File: src/rtl/sio_cfg_pkg.sv
// Package: register indices, codes and key bytes for the configuration front end.
// Assumes an 8-bit data bus and a four-byte unlock key.
package sio_cfg_pkg;
    localparam int          KEY_LEN   = 4;
    localparam int          CTL_W     = 6;
    localparam logic [7:0]  IX_EXIT   = 8'h02;
    localparam logic [7:0]  IX_LDN    = 8'h07;
    localparam logic [7:0]  IX_ID_HI  = 8'h20;
    localparam logic [7:0]  IX_ID_LO  = 8'h21;
    localparam logic [7:0]  IX_VER    = 8'h22;
    localparam logic [7:0]  IX_FCTL   = 8'h24;
    localparam logic [7:0]  IX_FB_HI  = 8'h64;
    localparam logic [7:0]  IX_FB_LO  = 8'h65;
    localparam logic [7:0]  EXIT_CODE = 8'h02;
    localparam logic [7:0]  BUS_IDLE  = 8'hFF;

    // Key byte at position pos; the last byte depends on the decoded base port.
    function automatic logic [7:0] key_byte(input logic [15:0] base, input logic [1:0] pos);
        case (pos)
            2'd0:    key_byte = 8'h87;
            2'd1:    key_byte = 8'h01;
            2'd2:    key_byte = 8'h55;
            default: key_byte = (base == 16'h004E) ? 8'hAA : 8'h55;
        endcase
    endfunction
endpackage

File: src/rtl/sio_key_match.sv
// Key matcher: tracks index-port writes while closed and opens the space on a full key.
// Assumes idx_wr is a single-cycle strobe per write; relock is honoured only while open.
module sio_key_match
    import sio_cfg_pkg::*;
#(
    parameter logic [15:0] BASE_PORT = 16'h002E
) (
    input  logic       clk,
    input  logic       rst_n,
    input  logic       idx_wr,
    input  logic [7:0] wdata,
    input  logic       relock,
    output logic       open
);
    localparam int PW = $clog2(KEY_LEN);

    logic [PW-1:0] pos;
    logic [7:0]    want;
    logic          at_last;

    // Expected byte at the current match position
    assign want    = key_byte(BASE_PORT, 2'(pos));
    assign at_last = (pos == PW'(KEY_LEN - 1));

    // Match position and open flag
    always_ff @(posedge clk) begin
        if (!rst_n) begin
            pos  <= '0;
            open <= 1'b0;
        end else if (open) begin
            if (relock) open <= 1'b0;
        end else if (idx_wr) begin
            if (wdata == want) begin
                if (at_last) begin
                    open <= 1'b1;
                    pos  <= '0;
                end else begin
                    pos <= pos + 1'b1;
                end
            end else begin
                pos <= (wdata == key_byte(BASE_PORT, 2'd0)) ? PW'(1) : '0;
            end
        end
    end
endmodule

File: src/rtl/sio_cfg_regs.sv
// Register file: index latch, global registers and the logical-device-banked flash base.
// Assumes writes arrive only as strobes; rd_val is the combinational view of the indexed register.
module sio_cfg_regs
    import sio_cfg_pkg::*;
#(
    parameter int          ADDR_W         = 16,
    parameter logic [15:0] CHIP_ID        = 16'h8716,
    parameter logic [7:0]  CHIP_VER       = 8'h03,
    parameter logic [7:0]  FLASH_LDN      = 8'h07,
    parameter logic [ADDR_W-1:0] FLASH_BASE_RST = ADDR_W'(16'h0820)
) (
    input  logic              clk,
    input  logic              rst_n,
    input  logic              open,
    input  logic              idx_wr,
    input  logic              dat_wr,
    input  logic [7:0]        wdata,
    output logic [7:0]        idx,
    output logic [7:0]        rd_val,
    output logic              relock,
    output logic [CTL_W-1:0]  flash_ctl,
    output logic [ADDR_W-1:0] flash_base
);
    localparam int HI_W = ADDR_W - 8;

    logic [7:0] ldn;
    logic       wr_en;
    logic       bank_hit;

    assign wr_en    = open && dat_wr;
    assign bank_hit = (ldn == FLASH_LDN);
    assign relock   = wr_en && (idx == IX_EXIT) && (wdata == EXIT_CODE);

    // Index latch, writable only while the space is open
    always_ff @(posedge clk) begin
        if (!rst_n)              idx <= '0;
        else if (open && idx_wr) idx <= wdata;
    end

    // Writable registers behind the data port
    always_ff @(posedge clk) begin
        if (!rst_n) begin
            ldn        <= '0;
            flash_ctl  <= '0;
            flash_base <= FLASH_BASE_RST;
        end else if (wr_en) begin
            case (idx)
                IX_LDN:  ldn       <= wdata;
                IX_FCTL: flash_ctl <= wdata[CTL_W-1:0];
                IX_FB_HI: if (bank_hit) flash_base[ADDR_W-1:8] <= HI_W'(wdata);
                IX_FB_LO: if (bank_hit) flash_base[7:0]        <= wdata;
                default: ;
            endcase
        end
    end

    // Read view of the indexed register
    always_comb begin
        case (idx)
            IX_LDN:   rd_val = ldn;
            IX_ID_HI: rd_val = CHIP_ID[15:8];
            IX_ID_LO: rd_val = CHIP_ID[7:0];
            IX_VER:   rd_val = CHIP_VER;
            IX_FCTL:  rd_val = 8'(flash_ctl);
            IX_FB_HI: rd_val = bank_hit ? 8'(flash_base[ADDR_W-1:8]) : 8'h00;
            IX_FB_LO: rd_val = bank_hit ? flash_base[7:0] : 8'h00;
            default:  rd_val = 8'h00;
        endcase
    end
endmodule

File: src/rtl/sio_cfg_unlock.sv
// Top: decodes the index/data port pair, gates access on the unlock key, drives read data.
// Assumes BASE_PORT is 0x2E or 0x4E and at most one access address per cycle.
module sio_cfg_unlock
    import sio_cfg_pkg::*;
#(
    parameter int          ADDR_W         = 16,
    parameter logic [ADDR_W-1:0] BASE_PORT = ADDR_W'(16'h002E),
    parameter logic [15:0] CHIP_ID        = 16'h8716,
    parameter logic [7:0]  CHIP_VER       = 8'h03,
    parameter logic [7:0]  FLASH_LDN      = 8'h07,
    parameter logic [ADDR_W-1:0] FLASH_BASE_RST = ADDR_W'(16'h0820)
) (
    input  logic              clk,
    input  logic              rst_n,
    input  logic              io_wr,
    input  logic              io_rd,
    input  logic [ADDR_W-1:0] io_addr,
    input  logic [7:0]        io_wdata,
    output logic [7:0]        io_rdata,
    output logic              cfg_open,
    output logic [CTL_W-1:0]  flash_ctl,
    output logic [ADDR_W-1:0] flash_base
);
    localparam logic [ADDR_W-1:0] DATA_PORT = BASE_PORT + ADDR_W'(1);

    logic       hit_idx, hit_dat;
    logic [7:0] idx, rd_val;
    logic       relock;

    assign hit_idx = (io_addr == BASE_PORT);
    assign hit_dat = (io_addr == DATA_PORT);

    sio_key_match #(.BASE_PORT(16'(BASE_PORT))) u_key (
        .clk    (clk),
        .rst_n  (rst_n),
        .idx_wr (io_wr && hit_idx),
        .wdata  (io_wdata),
        .relock (relock),
        .open   (cfg_open)
    );

    sio_cfg_regs #(
        .ADDR_W         (ADDR_W),
        .CHIP_ID        (CHIP_ID),
        .CHIP_VER       (CHIP_VER),
        .FLASH_LDN      (FLASH_LDN),
        .FLASH_BASE_RST (FLASH_BASE_RST)
    ) u_regs (
        .clk        (clk),
        .rst_n      (rst_n),
        .open       (cfg_open),
        .idx_wr     (io_wr && hit_idx),
        .dat_wr     (io_wr && hit_dat),
        .wdata      (io_wdata),
        .idx        (idx),
        .rd_val     (rd_val),
        .relock     (relock),
        .flash_ctl  (flash_ctl),
        .flash_base (flash_base)
    );

    // Read data mux: idle value unless an open-space read hits the port pair
    always_comb begin
        if (!io_rd || !cfg_open) io_rdata = BUS_IDLE;
        else if (hit_idx)        io_rdata = idx;
        else if (hit_dat)        io_rdata = rd_val;
        else                     io_rdata = BUS_IDLE;
    end
endmodule

File: config.mk
export PLATFORM = sky130hd
export DESIGN_NAME = sio_cfg_unlock
export DESIGN_NICKNAME = d
export VERILOG_FILES = /design/src/rtl/sio_cfg_pkg.sv /design/src/rtl/sio_key_match.sv /design/src/rtl/sio_cfg_regs.sv /design/src/rtl/sio_cfg_unlock.sv
export SDC_FILE = /design/constraint.sdc
export NUM_CORES = 1
export LEC_CHECK = 0
export BUFFER_PORTS_ARGS = -buffer_cell sky130_fd_sc_hd__buf_2
export CELL_PAD_IN_SITES_DETAIL_PLACEMENT = 2
export CELL_PAD_IN_SITES_GLOBAL_PLACEMENT = 2
export CORE_ASPECT_RATIO = 0.9
export CORE_MARGIN = 5
export CORE_UTILIZATION = 28
export CTS_CLUSTER_DIAMETER = 60
export DETAILED_ROUTE_END_ITERATION = 8
export PLACE_DENSITY = 0.8
export SLEW_MARGIN = 0
export SYNTH_ARGS = -nofsm -noshare
export SYNTH_HDL_FRONTEND = slang
export SYNTH_HIERARCHICAL = 1
export SYNTH_SLANG_ARGS = --single-unit
File: constraint.sdc
create_clock -name clk -period 1.9 [get_ports clk]
set_input_delay 0.19 -clock clk [delete_from_list [all_inputs] [get_ports clk]]
set_output_delay 0.19 -clock clk [all_outputs]
set_load 0.01 [all_outputs]
# After elaboration in Yosys (flattened, before gate mapping)
# Cells that the tools add are included.
# Widths: inputs -> output; s select.
[word_totals]
ff_bits = 41
wordCells = 55
output_inout_bits = 31
input_bits = 28
[op_classes]
n_eq_ne = 16
reduce_logical = 15
n_mux = 15
add_sub_neg = 1
bitwise_logic = 1
[op_table]
columns = ["op", "count"]
rows = [
  ["$pmux 8 s7", 1],
  ["$mux 8", 5],
  ["$eq 16x6->1 const B", 2],
  ["$eq 8x6->1 const B", 4],
  ["$eq 8x2->1 const B", 2],
  ["$eq 8x3->1 const B", 2],
  ["$eq 8x7->1 const B", 2],
  ["$pmux 8 s2", 1],
  ["$eq 8x8->1", 1],
  ["$eq 8x8->1 const B", 1],
  ["$logic_and 1x1->1", 6],
  ["$mux 1", 6],
  ["$reduce_and 2->1", 3],
  ["$reduce_and 3->1", 2],
  ["$mux 2", 2],
  ["$add 2x1->2 const B", 1],
  ["$eq 2x1->1 const B", 1],
  ["$eq 2x2->1 const B", 1],
  ["$logic_not 1->1", 2],
  ["$logic_not 2->1", 1],
  ["$logic_or 1x1->1", 1],
  ["$not 1->1", 1],
]

# Logic depth before layout (Yosys ltp)
# Gate-level depths: netlist of run 1.
[logic_depth]
depth_word = 7
ltp_mapped = 7
mapped_depth_nobuf = 7

# By module
# Netlist of run 1, hierarchy kept.
[modules_own_cells]
columns = ["mod", "seq_area_each_um2", "area_each_um2", "cells_each", "n_inst"]
rows = [
  ["sio_cfg_regs", 760.7, 1861.8, 207, 1],
  ["sio_key_match", 60.1, 299.0, 35, 1],
  ["sio_cfg_unlock", 0.0, 256.5, 28, 1],
]

# Worst setup path before layout of run 1
# Ideal clock, no wire load.
[synth_timing]
kind = "input to register"
startpoint = "input io_addr[12]"
endpoint = "register u_regs.flash_ctl[0]"
setup_time_ns = 0.117
arrival_time_ns = 1.904
slack_ns = -0.121
n_path_buf = 0
t_required_ns = 1.783
cell_stages = 7
path_cell_list = "or4b_4 > nor4_4 > and4_1 > and4b_1 > nand3_1 > mux2i_1 > nor2b_1"
[synth_between]
elab_chain_cells = 4
[synth_rtl]
columns = ["item", "line", "text"]
rows = [
  ["start, declared", "sio_cfg_unlock.sv:17", "input logic [ADDR_W-1:0] io_addr,"],
  ["$eq 16x6->1", "sio_cfg_unlock.sv:31", "assign hit_dat = (io_addr == DATA_PORT);"],
  ["$logic_and 1x1->1", "sio_cfg_unlock.sv:53", ".dat_wr (io_wr && hit_dat),"],
  ["$logic_and 1x1->1", "sio_cfg_regs.sv:30", "assign wr_en = open && dat_wr;"],
  ["$reduce_and 2->1 (no source line)", "-", ""],
  ["end signal, assigned", "sio_cfg_regs.sv:49", "IX_FCTL: flash_ctl <= wdata[CTL_W-1:0];"],
  ["end, declared", "sio_cfg_regs.sv:21", "output logic [CTL_W-1:0] flash_ctl,"],
]
# Every way passes these cells.
# A chain may end at the register's enable or synchronous reset.

# Worst setup path after layout of run 1
[layout_timing]
startpoint = "register u_regs.idx[7]"
endpoint = "output io_rdata[4]"
[layout_between]
elab_chain_cells = 5
word_cells_on_any_way = 11
classes_between = "eq/ne: 7; mux: 4"
[layout_rtl]
columns = ["item", "line", "text"]
rows = [
  ["start, declared", "sio_cfg_regs.sv:18", "output logic [7:0] idx,"],
  ["start signal, assigned", "sio_cfg_regs.sv:37", "else if (open && idx_wr) idx <= wdata;"],
  ["$eq 8x7->1 (tied with other cells)", "sio_cfg_regs.sv:59", "case (idx)"],
  ["$pmux 8 s7 *", "sio_cfg_regs.sv:59", ""],
  ["via rd_val[4]", "sio_cfg_unlock.sv:27", "logic [7:0] idx, rd_val;"],
  ["$mux 8 *", "sio_cfg_unlock.sv:66", "else if (hit_dat) io_rdata = rd_val;"],
  ["$mux 8 *", "sio_cfg_unlock.sv:65", "else if (hit_idx) io_rdata = idx;"],
  ["$mux 8 *", "sio_cfg_unlock.sv:64", "if (!io_rd || !cfg_open) io_rdata = BUS_IDLE;"],
  ["end, declared", "sio_cfg_unlock.sv:19", "output logic [7:0] io_rdata,"],
]
# Mark *: on every way through the listed nets, which the timed path passes. The rest lies on a longest branch.

==> results_dict.tcl, run 1 <==
set metrics [dict create \
    drtAntennaViolNets 0 \
    maxCapViolCount 0 \
    yosys_warnings 6 \
    cts_root_buffer "clkbuf_8" \
    hold_buffers 0 \
    synth_common_cells "47 x nand2_1, 44 x mux2i_1, 41 x dfxtp_1" \
    cts.sinks 41 \
    r2r-end "u_regs/flash_base[10]$_SDFFE_PN0P_" \
    antenna_found_initial 0 \
    drtPass1Iterations 5 \
    cpPeakStageDelay_ps 370 \
    route.detailed.drc 0 \
    critPathArrivalTime_ps 2000 \
    num_vias 2602 \
    finalHoldViolations 0 \
    max_slew.worst_pin.slew_ps 537.6 \
    grt_pass1_wl_um 16020 \
    slew_viol_final 0 \
    start_util_pct 28.48 \
    grt_usage_pct 19.45 \
    synth-edff-count 0 \
    violations "negative setup slack" \
    htree_levels 2 \
    clock_path_buffers 2 \
    synth.ff_latch_count 41 \
    synth_cell_type_count 48 \
    cts_made_buffers 5 \
    busiest_layer "met2" \
    power_density_nw_per_um2 454.4 \
    fin_skew_ps 5.547 \
    max_freq_mhz 457.7 \
    synthCells 270 \
    gr-usage-met3_pct 4.032 \
    drt_iter0_drc 155 \
    rows 32 \
    hold-path-endpoint "u_regs/idx[6]$_SDFFE_PN0P_" \
    area_growth_pct 48.71 \
    async_flop_share_pct 0 \
    period_needed_ps 2185 \
    synth_fp_nets 303 \
    postLayoutSetupSlackWorst_ps -285.1 \
    hold_path.class "in2reg" \
    dp.cells 472 \
    die_area_sq_um 10590 \
    drive_gt1_share_pct 46.92 \
    yosysSeqAreaShare_pct 33.95 \
    post_dp_cell_area_sq_um 3147 \
    crit_type "reg2out" \
    grtUsageMet1_pct 25.07 \
    avgRoutedWirePerCell_um 22.95 \
    cts_tree "built" \
    synthFlopType "dfxtp_1" \
    gr-total-overflow 0 \
    holdCritStartpoint "io_wdata[6]" \
    hpwl_um 7280 \
    end_kind "primary output" \
    r2r_start "u_regs/idx[7]$_SDFFE_PN0P_" \
    reg2reg_depth 8 \
    status "finished with violations" \
    yosysTopAreaCell "dfxtp_1" \
    power_leakage_nw 1.402 \
    syn-mean-instance-area_sq_um 8.953 \
    clk_pin_slew_ps 80 \
    rrSetupSlack_ps -160 \
    crit_chain "nor3_4 > buf_6 > nand2_2 > buf_4 > a21oi_4 > a211o_1 > mux2i_1 > nand3_1 > buf_2" \
    required_ps 1710 \
    core_area_sq_um 8488 \
    drt-total-wl_um 11290 \
    ios 59 \
    grt_pass1_vias 2826 \
    grt_max_degree 31 \
    routed_via_density 5.289 \
    setup_viol 24 \
    die_w_um 107.9 \
    slowest_stage "dfxtp_4" \
    peakVddDrop_mv 0.2112 \
    clk_latency_ps 300 \
    io_buffers 58 \
    relSlewSlack_pct 64.16 \
    cp_max_fo 4 \
    yosysMostFrequentCell "nand2_1" \
    n_antenna_cell 0 \
    dieHeight_um 98.15 \
    synthTopCellsByArea "dfxtp_1 34%, mux2i_1 18%, nand2_1 7.3%" \
    met2_usage_pct 33.27 \
    synth_top_area_share_pct 33.95 \
    gp_congestion 0.8285 \
    fin_area_sq_um 3595 \
    fin_crit_sh_pct 115.0 \
    nets 405 \
    startpoint_type "flop" \
    netlist_area_sq_um 2417 \
    final_cells 492 \
    holdPathStages 3 \
    rsz0062_at_grt "yes" \
]
-- worst max-delay path by stage --
| stage | slack, ps | from | end |
|---|---|---|---|
| floorplan | -50 | io_addr[12] | u_regs/ldn[0]$_SDFFE_PN0P_ |
| global placement | -280 | io_addr[12] | u_regs/flash_ctl[0]$_SDFFE_PN0P_ |
| detailed placement | -370 | io_addr[12] | u_regs/flash_base[2]$_SDFFE_PN0P_ |
| CTS | -180 | u_regs/idx[4]$_SDFFE_PN0P_ | io_rdata[0] |
| global route | -370 | u_regs/idx[7]$_SDFFE_PN0P_ | io_rdata[1] |
| finish | -290 | u_regs/idx[7]$_SDFFE_PN0P_ | io_rdata[4] |
-- worst max-delay path, delay by kind of cell, from the launching register on --
family,cells,cell delay (ps)
buf+inv,3,470
mux,1,100
flops,1,370
compound gates,2,300
simple gates,3,430
-- logic make-up (layout without fill, tap and decap cells) --
logic type,after synthesis,after routing,synth area share [%]
buffers and inverters,16,118,2.639
multiplexers,45,45,18.69
flip-flops,41,41,33.95
adder cells (fa/ha/maj),5,5,2.588
AO/OA/AOI/OAI,29,29,8.851
AND/OR/NAND/NOR,131,132,32.19
XOR/XNOR,3,3,1.087
-- power breakdown --
group          leakage (nW)     switching (W)  internal, W
Clock                0.0542          0.000329     0.000329
Sequential            0.338  0.00000000000185     0.000849
Combinational          1.01         0.0000734    0.0000528
-- repair_timing --
action | CTS | global route
cloned | 1 | 0
buffers inserted | 5 | 6
pin swaps | 16 | 15
resized for setup | 41 | 27
endpoints found under the setup margin | 31 | 41
-- registers in the layout, indices dropped and copies added, names as in the netlist --
signal / cells
u_key/open: 1
u_key/pos: 2
u_regs/flash_base: 16
u_regs/flash_ctl: 6
u_regs/idx: 8
u_regs/ldn: 8
-- cell usage in the layout, fill, tap and decap left out, types with 3 or more instances in the layout --
cell	count
nor2_4	3
o21ai_1	4
nand2_1	43
nand2b_1	4
nand2_2	3
clkbuf_8	7
nor2b_1	11
buf_4	42
dfxtp_4	6
nand3_1	20
nor4_4	3
dfxtp_1	29
ha_1	4
nor2_1	8
a21boi_0	8
buf_12	3
buf_6	5
a211o_1	3
nor3_4	3
mux2i_1	40
buf_2	57
nand4_1	3
dfxtp_2	6
-- final cells by class --
class / count / area [sq um]
inverter: 3 / 11.26
fill: 939 / 4893
tap: 119 / 148.9
clock inverter: 1 / 5.005
clock buffer: 7 / 96.34
sequential: 41 / 850.8
timing repair buffer: 107 / 716.9
multi-input combinational: 214 / 1765
-- metal layers --
metal / wire length, um / up-vias
met5: 0 / -
met4: 230 / 0
met3: 667 / 20
met2: 5584 / 100
met1: 4810 / 1306
li1: - / 1176
-- metrics by stage --
stage	setup TNS, ps	worst slack, ps	hold WS, ps	power [W]	util, %
5_1_grt	-5919	-373.7	222.8	0.001685	42.35
3_5_place_dp	-12000	-371.6	469.1	0.0009994	37.07
4_1_cts	-1609	-183.4	228.2	0.001632	40.48
2_1_floorplan	-1038	-52.05	335.7	0.0009263	-
6_report	-3428	-285.1	218.4	0.001634	42.35
3_3_place_gp	-8316	-282.8	460.4	0.0009943	37.07
Power figures use the tool's default switching activity.
==> inputs of run 2 (changes only) <==
--- a/config.mk
+++ b/config.mk
@@ -15,2 +15,3 @@
 export DETAILED_ROUTE_END_ITERATION = 8
+export GPL_TIMING_DRIVEN = 0
 export PLACE_DENSITY = 0.8
--- a/constraint.sdc
+++ b/constraint.sdc
@@ -3,2 +3,2 @@
 set_output_delay 0.19 -clock clk [all_outputs]
-set_load 0.01 [all_outputs]
+set_load 0.05 [all_outputs]
==> run 2 against run 1 <==
Effect of this change:
- the run still ends with negative setup slack left
- fmax decreased by 2.9%
- clock power down 2%
- design area fell by 1.8%
- largest power group unchanged
==> results_dict.tcl, run 2 (synthesis results as in run 1) <==
set metrics [dict create \
    status "finished with violations" \
    violations "negative setup slack" \
    nets 387 \
    reg2reg_depth 6 \
    path_buf_inv 2 \
    holdCritStartpoint "io_wdata[0]" \
    grt_pass1_vias 2851 \
    cts_root_buffer "clkbuf_8" \
    nFillCells 948 \
    grt_usage_pct 19.25 \
    antenna_found_initial 0 \
    power_leakage_nw 1.314 \
    cts_made_buffers 5 \
    hold_buffers 0 \
    drive_gt1_share_pct 44.79 \
    hpwl_um 6888 \
    postLayoutSetupSlackWorst_ps -351.4 \
    gp_congestion 0.8490 \
    finalHoldViolations 0 \
    register_area_sq_um 852.1 \
    clk_pin_slew_ps 80 \
    r2r_start "u_key/pos[0]$_SDFFE_PN0P_" \
    drt-total-wl_um 10790 \
    clock_path_buffers 2 \
    fin_crit_sh_pct 118.5 \
    cts_tree "built" \
    power_density_nw_per_um2 459.1 \
    start_util_pct 28.48 \
    crit_type "reg2out" \
    num_vias 2481 \
    route.detailed.drc 0 \
    gr-total-overflow 0 \
    avgRoutedWirePerCell_um 22.75 \
    area_growth_pct 46.07 \
    rrSetupSlack_ps 0 \
    drtAntennaViolNets 0 \
    final_cell_mix "50 x buf_2, 42 x mux2i_1, 39 x nand2_1" \
    p_total_w 0.001621 \
    cp_max_fo 5 \
    rsz0062_at_grt "yes" \
    max_freq_mhz 444.2 \
    required_ps 1710 \
    largest_register_ffs 16 \
    largest_register "u_regs/flash_base" \
    holdPathStages 3 \
    hold-path-endpoint "u_regs/idx[0]$_SDFFE_PN0P_" \
    drtPass1Iterations 4 \
    crit_chain "and4bb_2 > nand4_4 > buf_6 > nor2_2 > a221o_1 > mux2i_1 > nand3_2 > buf_8" \
    cts.sinks 41 \
    io_buffers 58 \
    n_antenna_cell 0 \
    die_w_um 107.9 \
    startpoint_type "flop" \
    period_needed_ps 2251 \
    critPathArrivalTime_ps 2060 \
    rows 32 \
    fin_util_pct 41.60 \
    top_regs "u_regs/flash_base x16, u_regs/idx x8, u_regs/ldn x8" \
    cpPeakStageDelay_ps 390 \
    layout_commonest_cell "buf_2" \
    fin_skew_ps 8.747 \
    grt_max_degree 13 \
    htree_levels 2 \
    relSlewSlack_pct 59.37 \
    maxCapViolCount 0 \
    setup_viol 34 \
    critPathTopFamily "simple AND/OR/NAND/NOR gates" \
    clk_latency_ps 300 \
    die_area_sq_um 10590 \
    slew_viol_final 0 \
    peakVddDrop_mv 0.3205 \
    ios 59 \
    drt_iter0_drc 193 \
    dieHeight_um 98.15 \
    max_slew.worst_pin.slew_ps 609.4 \
    r2r-end "u_key/pos[0]$_SDFFE_PN0P_" \
    multi_input_area_sq_um 1754 \
    slowest_stage "dfxtp_4" \
    end_kind "primary output" \
    hold_path.class "in2reg" \
    grt_pass1_wl_um 15880 \
    core_area_sq_um 8488 \
    routed_via_density 5.234 \
]
==> run 2: cell types whose count changed in the layout (fill, tap and decap cells not counted), moves of 6 or more <==
cell      before  now
buf_6          5   12
nand3_1       20   14
a21boi_0       8    0
clkbuf_1       0    6
a21boi_1       0    8
buf_4         42   12
buf_2         57   50
nand3_2        1    7
==> run 2: worst max-delay path by stage <==
stage | start | to | depth (start not counted)
3_3_place_gp | io_addr[12] | u_regs/flash_base[8]$_SDFFE_PN0P_ | 7
6_report | u_regs/idx[1]$_SDFFE_PN0P_ | io_rdata[5] | 8
3_5_place_dp | io_addr[12] | u_regs/flash_base[4]$_SDFFE_PN0P_ | 7
5_1_grt | u_regs/idx[6]$_SDFFE_PN0P_ | io_rdata[1] | 8
2_1_floorplan | u_regs/idx[1]$_SDFFE_PN0P_ | io_rdata[3] | 7
4_1_cts | u_regs/idx[4]$_SDFFE_PN0P_ | io_rdata[0] | 7
==> run 2: power by group <==
group          total, W     switching (W)  internal (W)
logic          0.000123         0.0000759     0.0000468
clock network  0.000647          0.000319      0.000329
registers      0.000851  0.00000000000786      0.000851
==> run 2: timing repair <==
action	CTS	global route
buffers inserted	10	8
cloned	1	0
resized for setup	70	39
setup endpoints to repair	48	49
pin swaps	16	16
==> run 2: cell type report <==
type                       instances  share of cell area, %
buffer                            13                  2.729
clock buffer                       7                  2.729
clock inverter                     1                 0.1417
inverter                           3                 0.3189
multi-input combinational        213                  49.68
sequential                        41                  24.13
tap                              119                  4.217
timing repair buffer              77                  16.05
==> run 2: routing by layer <==
layer	vias to the layer above	part of all wire (%)	wire length (um)	track usage (%)
met5	-	0	0	0
met4	0	2.5	268	7.476
met3	17	4.3	468	3.833
met2	87	50	5411	32.74
met1	1243	43	4636	23.80
li1	1134	-	-	-
==> run 2: stage by stage <==
stage	setup TNS, ps	cells	cell area (sq um)	setup WS (ps)	hold slack, ps
after floorplan	-1931	270	2456	-107.3	335.7
after global placement	-19130	447	2895	-542.9	459.2
after detailed placement	-21820	447	2895	-624.5	465.5
after CTS	-3007	466	3342	-289.9	200.3
after global routing	-8443	474	3531	-486.0	222.2
final	-4996	474	3531	-351.4	203.9
==> run 2: tightest hold or removal path, delay by kind of cell <==
| family | cells | cell delay, ps |
|---|---|---|
| AND/OR/NAND/NOR | 1 | 90 |
| AO/OA/AOI/OAI | 1 | 60 |
| buffers and inverters | 1 | 140 |
==> inputs of run 3 (changes only) <==
- CORE_MARGIN: 5 -> 2
- CORE_UTILIZATION: 28 -> 32
- PLACE_DENSITY: 0.8 -> 0.86
- clock period: 1.9 -> 2.3 ns (I/O delays scaled with it)
==> run 3 against run 2 <==
Effect of this change:
- first-iteration DRC count fell by 53%
- global-route usage grew 3.7 points
- hold slack improved by 19 ps
- critical path depth decreased by 1
- count of clock-buffer cells in the layout shrank 2
- non-clock buffer count shrank 13
- total power is 20% lower
- sequential share of layout area is 2.4 points higher
- setup slack improved by 250 ps
- clock power down 22%
- sequential cell count is the same
- critical path type unchanged
- the run still ends with negative setup slack left
- wire length decreased by 13%
==> results_dict.tcl, run 3 (synthesis results as in run 1) <==
set metrics [dict create \
    p_sw_share_pct 26.53 \
    cts.sinks 41 \
    largest_register_ffs 16 \
    finalHoldViolations 0 \
    ios 59 \
    maxCapViolCount 0 \
    grt_pass1_vias 2538 \
    dieHeight_um 86.46 \
    routed_via_density 5.454 \
    drive_gt1_share_pct 33.92 \
    drt_iter0_drc 91 \
    pwr-share-clk_pct 38.7 \
    core_area_sq_um 7432 \
    clk_pin_slew_ps 80 \
    register_area_sq_um 837.1 \
    start_util_pct 32.53 \
    area_growth_pct 30.54 \
    hold_path.class "in2reg" \
    top_regs "u_regs/flash_base x16, u_regs/idx x8, u_regs/ldn x8" \
    die_area_sq_um 8266 \
    multi_input_area_sq_um 1624 \
    crit_type "reg2out" \
    num_vias 2389 \
    slew_viol_final 0 \
    final_cell_mix "51 x buf_2, 45 x nand2_1, 44 x mux2i_1" \
    cts_tree "built" \
    busiest_layer "met2" \
    cts_root_buffer "clkbuf_8" \
    n_antenna_cell 0 \
    cp_max_fo 8 \
    largest_register "u_regs/flash_base" \
    io_buffers 58 \
    nets 374 \
    reg2reg_depth 6 \
    crit_start "u_regs/idx[6]$_SDFFE_PN0P_" \
    drtAntennaViolNets 0 \
    setup_viol 8 \
    avgRoutedWirePerCell_um 21.47 \
    violations "negative setup slack" \
    clock_path_buffers 2 \
    holdPathStages 3 \
    relSlewSlack_pct 58.92 \
    grt_usage_pct 22.97 \
    drt-total-wl_um 9405 \
    htree_levels 2 \
    status "finished with violations" \
    max_slew.worst_pin.slew_ps 616.2 \
    r2r-end "u_key/pos[0]$_SDFFE_PN0P_" \
    p_switching_w 0.0003462 \
    grt_max_degree 15 \
    power_density_nw_per_um2 413.6 \
    rows 30 \
    hold_buffers 0 \
    post_dp_cell_area_sq_um 2828 \
    period_needed_ps 2405 \
    fin_skew_ps 9.103 \
    power_frac_seq_pct 54.1 \
    r2r_start "u_key/pos[0]$_SDFFE_PN0P_" \
    hpwl_um 6422 \
    nFillCells 848 \
    peakVddDrop_mv 0.2615 \
    postLayoutSetupSlackWorst_ps -105.3 \
    gp_congestion 0.8169 \
    layout_commonest_cell "buf_2" \
    route.detailed.drc 0 \
    power_leakage_nw 1.202 \
    holdCritStartpoint "io_wdata[6]" \
    fin_util_pct 42.46 \
    p_int_w 0.0009588 \
    startpoint_type "flop" \
    clk_latency_ps 310 \
    gr-usage-met3_pct 5.739 \
    timing.hold.ws_ps 222.7 \
    pwr-share-comb_pct 7.2 \
    rrSetupSlack_ps 270 \
    max_freq_mhz 415.8 \
    end_kind "primary output" \
    p_total_w 0.001305 \
    grt_pass1_wl_um 14190 \
    die_w_um 95.62 \
    drtPass1Iterations 4 \
    fin_area_sq_um 3156 \
    hold-path-endpoint "u_regs/idx[6]$_SDFFE_PN0P_" \
    required_ps 2070 \
    rsz0062_at_grt "yes" \
    gr-total-overflow 0 \
    met2_usage_pct 39.92 \
    grtUsageMet1_pct 28.42 \
    fin_crit_sh_pct 104.6 \
    antenna_found_initial 0 \
    critPathArrivalTime_ps 2180 \
    cts_made_buffers 5 \
]
-- run 3: changes by cell type in the layout (fill, tap and decap cells not counted), moves of 4 or more --
cell and change:
a21boi_0 +8, a21boi_1 -8, buf_4 -7, nand3_1 +7
dfxtp_1 +6, nand2_1 +6, nand2_2 -6, nand3_2 -6
buf_12 -4, buf_8 -4
-- run 3: worst max-delay path by stage --
stage,depth (start not counted),slack (ps),to
finish,7,-110,io_rdata[5]
floorplan,7,240,u_regs/flash_ctl[0]$_SDFFE_PN0P_
detailed placement,8,-240,u_regs/flash_ctl[2]$_SDFFE_PN0P_
global placement,7,-180,u_regs/flash_base[8]$_SDFFE_PN0P_
global route,8,-170,io_rdata[1]
CTS,8,4,io_rdata[0]
-- run 3: power groups by stage --
| stage | Combinational, W | Clock (W) | Sequential [W] |
|---|---|---|---|
| after global placement | 0.0000897 | 0 | 0.000726 |
| final | 0.0000939 | 0.000505 | 0.000707 |
| after floorplan | 0.0000394 | 0 | 0.000726 |
| after CTS | 0.0000938 | 0.000508 | 0.000708 |
| after detailed placement | 0.0000927 | 0 | 0.000726 |
| after global routing | 0.000102 | 0.000546 | 0.000707 |
-- run 3: repair_timing --
item / in CTS / in global routing
setup endpoints to repair: 8 / 31
cloned: 1 / 0
buffers inserted: 3 / 2
resized for setup: 38 / 19
pin swaps: 4 / 11
-- run 3: routing by layer --
| metal | vias up | wire, um |
|---|---|---|
| li1 | 1106 | - |
| met1 | 1190 | 4140 |
| met2 | 78 | 4627 |
| met3 | 15 | 461 |
| met4 | 0 | 176 |
| met5 | - | 0 |
-- run 3: layout make-up --
type	instances	area share (%)
sequential	41	26.53
inverter	3	0.3569
multi-input combinational	213	51.47
clock buffer	5	2.181
timing repair buffer	64	12.53
tap	96	3.806
clock inverter	3	0.6741
buffer	13	2.458
-- run 3: worst max-delay path, cell delays in order, from the launching register on --
cell,delay (ps)
dfxtp_4,380
nor4_4,410
and4_1,280
buf_6,160
a221o_1,210
mux2i_1,100
nand3_1,140
buf_6,170
-- run 3: per-stage QoR --
stage / setup slack (ps) / std cells / setup TNS, ps
final: -105.3 / 438 / -452.3
after global routing: -166.1 / 438 / -1009
after CTS: 4.271 / 436 / 0
after detailed placement: -243.0 / 424 / -7801
after global placement: -178.0 / 424 / -4835
after floorplan: 235.3 / 270 / 0
